==> src/rtl/resv_pkg.sv <==
package resv_pkg;

  typedef enum logic {
    OP_LR = 1'b0,
    OP_SC = 1'b1
  } resv_op_e;

  // natural alignment: word needs two low zero bits, doubleword three
  function automatic logic addr_aligned(input logic [2:0] low, input logic dword);
    return dword ? (low == 3'b000) : (low[1:0] == 2'b00);
  endfunction

  // ordering request carried by an SC: {release, acquire}
  function automatic logic [1:0] fence_bits(input logic acq, input logic rel);
    return {rel, acq};
  endfunction

endpackage

==> src/rtl/resv_decode.sv <==
module resv_decode
  import resv_pkg::*;
(
  input  logic       req_valid,
  input  logic       req_op,
  input  logic [2:0] addr_low,
  input  logic       req_dword,
  output logic       lr_take,
  output logic       sc_fire,
  output logic       aligned,
  output logic       fault
);

  logic is_lr;

  always_comb begin
    aligned = addr_aligned(addr_low, req_dword);
    is_lr   = req_valid && (req_op == OP_LR);
    sc_fire = req_valid && (req_op == OP_SC);
    lr_take = is_lr && aligned;
    fault   = req_valid && !aligned;
  end

endmodule

==> src/rtl/resv_state.sv <==
module resv_state #(
  parameter int ADDR_W = 32
) (
  input  logic              clk,
  input  logic              rst_n,
  input  logic              load_en,
  input  logic              clear_en,
  input  logic [ADDR_W-1:0] load_addr,
  input  logic              load_dword,
  output logic [ADDR_W-1:0] resv_addr,
  output logic              resv_dword,
  output logic              resv_live
);

  localparam logic [ADDR_W-1:0] EMPTY = {ADDR_W{1'b1}};

  always_ff @(posedge clk) begin
    if (!rst_n) begin
      resv_addr  <= EMPTY;
      resv_dword <= 1'b0;
    end else if (load_en) begin
      resv_addr  <= load_addr;
      resv_dword <= load_dword;
    end else if (clear_en) begin
      resv_addr  <= EMPTY;
      resv_dword <= 1'b0;
    end
  end

  assign resv_live = (resv_addr != EMPTY);

endmodule

==> src/rtl/resv_sc_eval.sv <==
module resv_sc_eval #(
  parameter int ADDR_W = 32
) (
  input  logic              sc_fire,
  input  logic              aligned,
  input  logic [ADDR_W-1:0] req_addr,
  input  logic              req_dword,
  input  logic [ADDR_W-1:0] resv_addr,
  input  logic              resv_dword,
  input  logic              resv_live,
  output logic              match
);

  always_comb begin
    match = sc_fire && aligned && resv_live &&
            (req_addr == resv_addr) && (req_dword == resv_dword);
  end

endmodule

==> src/rtl/resv_monitor.sv <==
module resv_monitor
  import resv_pkg::*;
#(
  parameter int ADDR_W = 32,
  parameter int RES_W  = 64
) (
  input  logic              clk,
  input  logic              rst_n,
  input  logic              req_valid,
  input  logic              req_op,
  input  logic [ADDR_W-1:0] req_addr,
  input  logic              req_dword,
  input  logic              req_acq,
  input  logic              req_rel,
  input  logic              priv_change,
  input  logic              inval,
  output logic              sc_ok,
  output logic [RES_W-1:0]  sc_result,
  output logic              mem_we,
  output logic [1:0]        fence_req,
  output logic              fault
);

  // named internal events
  logic              lr_take;
  logic              sc_fire;
  logic              aligned;
  logic              load_en;
  logic              clear_en;
  logic              match;
  logic [ADDR_W-1:0] resv_addr;
  logic              resv_dword;
  logic              resv_live;

  resv_decode u_dec (
    .req_valid (req_valid),
    .req_op    (req_op),
    .addr_low  (req_addr[2:0]),
    .req_dword (req_dword),
    .lr_take   (lr_take),
    .sc_fire   (sc_fire),
    .aligned   (aligned),
    .fault     (fault)
  );

  // privilege change beats a coinciding LR; LR beats SC and invalidate
  assign load_en  = lr_take && !priv_change;
  assign clear_en = priv_change || sc_fire || inval;

  resv_state #(.ADDR_W(ADDR_W)) u_state (
    .clk        (clk),
    .rst_n      (rst_n),
    .load_en    (load_en),
    .clear_en   (clear_en),
    .load_addr  (req_addr),
    .load_dword (req_dword),
    .resv_addr  (resv_addr),
    .resv_dword (resv_dword),
    .resv_live  (resv_live)
  );

  resv_sc_eval #(.ADDR_W(ADDR_W)) u_eval (
    .sc_fire    (sc_fire),
    .aligned    (aligned),
    .req_addr   (req_addr),
    .req_dword  (req_dword),
    .resv_addr  (resv_addr),
    .resv_dword (resv_dword),
    .resv_live  (resv_live),
    .match      (match)
  );

  always_comb begin
    sc_ok     = match;
    mem_we    = match;
    sc_result = '0;
    if (sc_fire && !match) sc_result[0] = 1'b1;
    fence_req = sc_fire ? fence_bits(req_acq, req_rel) : 2'b00;
  end

endmodule

==> config.mk <==
export PLATFORM = sky130hd
export DESIGN_NAME = resv_monitor
export DESIGN_NICKNAME = d
export VERILOG_FILES = /design/src/rtl/resv_pkg.sv /design/src/rtl/resv_decode.sv /design/src/rtl/resv_state.sv /design/src/rtl/resv_sc_eval.sv /design/src/rtl/resv_monitor.sv
export SDC_FILE = /design/constraint.sdc
export NUM_CORES = 1
export LEC_CHECK = 0
export ABC_AREA = 1
export BUFFER_PORTS_ARGS = -buffer_cell sky130_fd_sc_hd__buf_4
export CAP_MARGIN = 20
export CORE_AREA = 2 2 133 96
export CTS_BUF_LIST = sky130_fd_sc_hd__clkbuf_8
export CTS_CLUSTER_SIZE = 20
export DETAILED_ROUTE_END_ITERATION = 6
export DIE_AREA = 0 0 135 98
export GPL_TIMING_DRIVEN = 0
export PLACE_DENSITY = 0.52
export SLEW_MARGIN = 20
export SYNTH_ARGS = -nofsm -noshare
export SYNTH_HDL_FRONTEND = slang
export SYNTH_SLANG_ARGS = --single-unit
==> constraint.sdc <==
create_clock -name clk -period 3.6 [get_ports clk]
set_input_delay 0.54 -clock clk [delete_from_list [all_inputs] [get_ports clk]]
set_output_delay 0.54 -clock clk [all_outputs]
set_load 0.01 [all_outputs]
==> results.sh <==
export IMPL_cts_hold_buffers=0
export IMPL_gr_total_overflow=0
export IMPL_htreeDepth=2
export IMPL_avgSynthCellArea_um2=6.26
export IMPL_crit_type="primary input to output pin"
export IMPL_nFillCells=1365
export IMPL_drive_above_1_share=0.250
export IMPL_post_drt_wl_per_cell_um=10.6
export IMPL_timing_final_crit_share=0.689
export IMPL_ant_nets=0
export IMPL_grt_use_total=0.114
export IMPL_drcViolationCount=0
export IMPL_synth_top_area_cell="dfxtp_1"
export IMPL_pre_cts_slack_ns=1.07
export IMPL_slowest_stage="xnor2_1"
export IMPL_cpPeakStageDelay_ns=0.29
export IMPL_cts_resized=0
export IMPL_min_path_type="primary input to flip-flop"
export IMPL_layout_nets=588
export IMPL_synth_distinct_cells=28
export IMPL_antennaDiodeCount=0
export IMPL_synth_top_cells_by_area="dfxtp_1 24%, nand2_1 19%, buf_4 18%, inv_1 8.6%, nor2_1 6.8%"
export IMPL_clk_latency_ns=0.28
export IMPL_hpwl_um=6460
export IMPL_die_x_um=135
export IMPL_synth_top_cell_area_share=0.244
export IMPL_hold_viol=0
export IMPL_clkTransAtPathRegs_ns=0.08
export IMPL_seqPwrFrac=0.425
export IMPL_power_frac_comb=0.263
export IMPL_vdd_drop_max_mv=0.110
export IMPL_vias=2679
export IMPL_core_area_mm2=0.0121
export IMPL_gp_congestion=0.838
export IMPL_post_cts_setup_buffer_count=0
export IMPL_critical_path_required_ns=3.06
export IMPL_post_route_min_period_ns=2.48
export IMPL_grt_max_degree=11
export IMPL_multi_input_area_mm2=0.00147
export IMPL_first_pass_iters=6
export IMPL_drt_total_wl_um=7520
export IMPL_die_y_um=98
export IMPL_grt_pass1_wl_um=11800
export IMPL_tns_ns=0
export IMPL_synth_area_mm2=0.00271
export IMPL_crit_chain="buf_4 -> xnor2_1 -> nand3_1 -> nor3_1 -> nand2_1 -> nor3_1 -> buf_4 -> buf_4"
export IMPL_worstSetupStartpointType="primary input"
export IMPL_power_density_mw_per_mm2=244
export IMPL_setup_viol=0
export IMPL_drt_iter0_markers=190
export IMPL_placed_area_mm2=0.00348
export IMPL_critPathArrivalTime_ns=1.94
export IMPL_design_die_area_mm2=0.0132
export IMPL_fmax_mhz=403
export IMPL_leakagePower_nw=2.13
export IMPL_p_int_uw=604
export IMPL_path_delay_family="simple AND/OR/NAND/NOR gates"
export IMPL_setup_ws_ns=1.12
export IMPL_cts_buffer_depth=2
export IMPL_io_buffers=45
export IMPL_ioPinCount=110
export IMPL_cp_num_buf_inv=3
export IMPL_via_per_inst=3.77
export IMPL_synth_seq_cells=33
export IMPL_switchingPower_uw=265
export IMPL_fin_skew_ns=0
export IMPL_cts_root_buf="clkbuf_8"
export IMPL_synthCells=433
export IMPL_numCtsBuffers=5
export IMPL_floorplan_initialDensity=0.224
export IMPL_maxCapViolCount=0
export IMPL_fp_row_count=34
export IMPL_finalPower_uw=869
export IMPL_status="finished clean"
export IMPL_clkPwrFrac=0.312
export IMPL_antenna_found_initial=0
export IMPL_cp_max_fo=2
export IMPL_syn2layout_area_growth_pct=31.5
export IMPL_power_share_switching=0.305
export IMPL_slew_viol_final=0
export IMPL_fin_area_mm2=0.00356
export IMPL_seq_area_um2=661
export IMPL_yosysWarningCount=0
export IMPL_path_common_cell="buf_4"
export IMPL_rsz0062_at_grt="false"
export IMPL_cts_tree="built"
export IMPL_clock_sinks=33
export IMPL_grt_pass1_vias=2377
export IMPL_synth_seq_area_share=0.244
export IMPL_crit_path_end_kind="output pin"
==> per-layer routing <==
metal | share of wire | track usage | vias to the layer above
met1 | 0.51 | 0.174 | 1153
met3 | 0.076 | 0.0254 | 2
li1 | - | - | 1431
met2 | 0.41 | 0.168 | 93
met5 | 0 | 0 | -
met4 | 0.0025 | 0.0120 | 0
==> worst paths after layout <==
kind	startpoint	end	slack, ns	cells after the start
max	req_addr[15]	sc_ok	1.12	8
min	req_addr[23]	u_state.resv_addr[23]$_SDFFE_PN1P_	0.49	3
max reg2reg	u_state.resv_addr[26]$_SDFFE_PN1P_	u_state.resv_addr[26]$_SDFFE_PN1P_	2.91	2
min reg2reg	u_state.resv_addr[0]$_SDFFE_PN1P_	u_state.resv_addr[0]$_SDFFE_PN1P_	0.51	2
==> cell usage after synthesis, drive strengths merged <==
| master | number |
|---|---|
| nand3 | 7 |
| dfxtp | 33 |
| nor2 | 49 |
| a21oi | 2 |
| o21ai | 5 |
| nand2 | 140 |
| buf | 71 |
| nand2b | 1 |
| o22ai | 31 |
| clkbuf | 3 |
| conb | 1 |
| inv | 65 |
| clkinv | 1 |
| nand3b | 1 |
| and2 | 2 |
| nor3 | 4 |
| xnor2 | 5 |
| nand4 | 12 |
==> placed cells by master, fill, tap and decap left out, drive strengths merged <==
cell    count
a21oi       2
and2        2
buf       116
clkbuf      8
clkinv      1
conb       63
dfxtp      33
inv        68
nand2     140
nand2b      1
nand3       7
nand3b      1
nand4      12
nor2       49
nor3        4
o21ai       5
o22ai      31
xnor2       5
==> final cells by class <==
type / instances / share of cell area
Tap cell: 162 / 0.0569
Clock buffer: 5 / 0.0193
Timing Repair Buffer: 45 / 0.0948
Clock inverter: 3 / 0.00316
Sequential cell: 33 / 0.185
Buffer: 74 / 0.158
Multi-Input combinational cell: 322 / 0.413
Inverter: 66 / 0.0695
==> stage by stage <==
| stage | instances | utilization | hold slack [ns] |
|---|---|---|---|
| floorplan | 495 | - | 0.457 |
| global placement | 702 | 0.288 | 0.498 |
| detailed placement | 702 | 0.288 | 0.498 |
| CTS | 710 | 0.295 | 0.493 |
| global route | 710 | 0.295 | 0.496 |
| finish | 710 | 0.295 | 0.494 |
==> logic make-up after synthesis <==
| family | after synthesis | synth area share |
|---|---|---|
| compound gates | 38 | 0.107 |
| other cells | 1 | 0.00138 |
| simple gates | 216 | 0.333 |
| buf+inv | 140 | 0.299 |
| xor+xnor | 5 | 0.0162 |
| flops | 33 | 0.244 |
==> flip-flops by register name, indices dropped and copies added (netlist names) <==
| register | cells |
|---|---|
| u_state.resv_addr | 32 |
| u_state.resv_dword | 1 |
==> power groups by stage <==
| stage | registers, mW | clock network [mW] | logic [mW] |
|---|---|---|---|
| 2_1_floorplan | 0.377 | 0 | 0.155 |
| 4_1_cts | 0.369 | 0.279 | 0.227 |
| 3_3_place_gp | 0.378 | 0 | 0.227 |
| 5_1_grt | 0.369 | 0.298 | 0.255 |
| 6_report | 0.369 | 0.271 | 0.229 |
| 3_5_place_dp | 0.378 | 0 | 0.226 |
==> tightest hold or removal path: cells and delay by family <==
| family | cells | cell delay [ns] |
|---|---|---|
| AO/OA/AOI/OAI | 1 | 0.07 |
| buffers and inverters | 1 | 0.09 |
| AND/OR/NAND/NOR | 1 | 0.05 |
(Power assumes the default switching activity.)
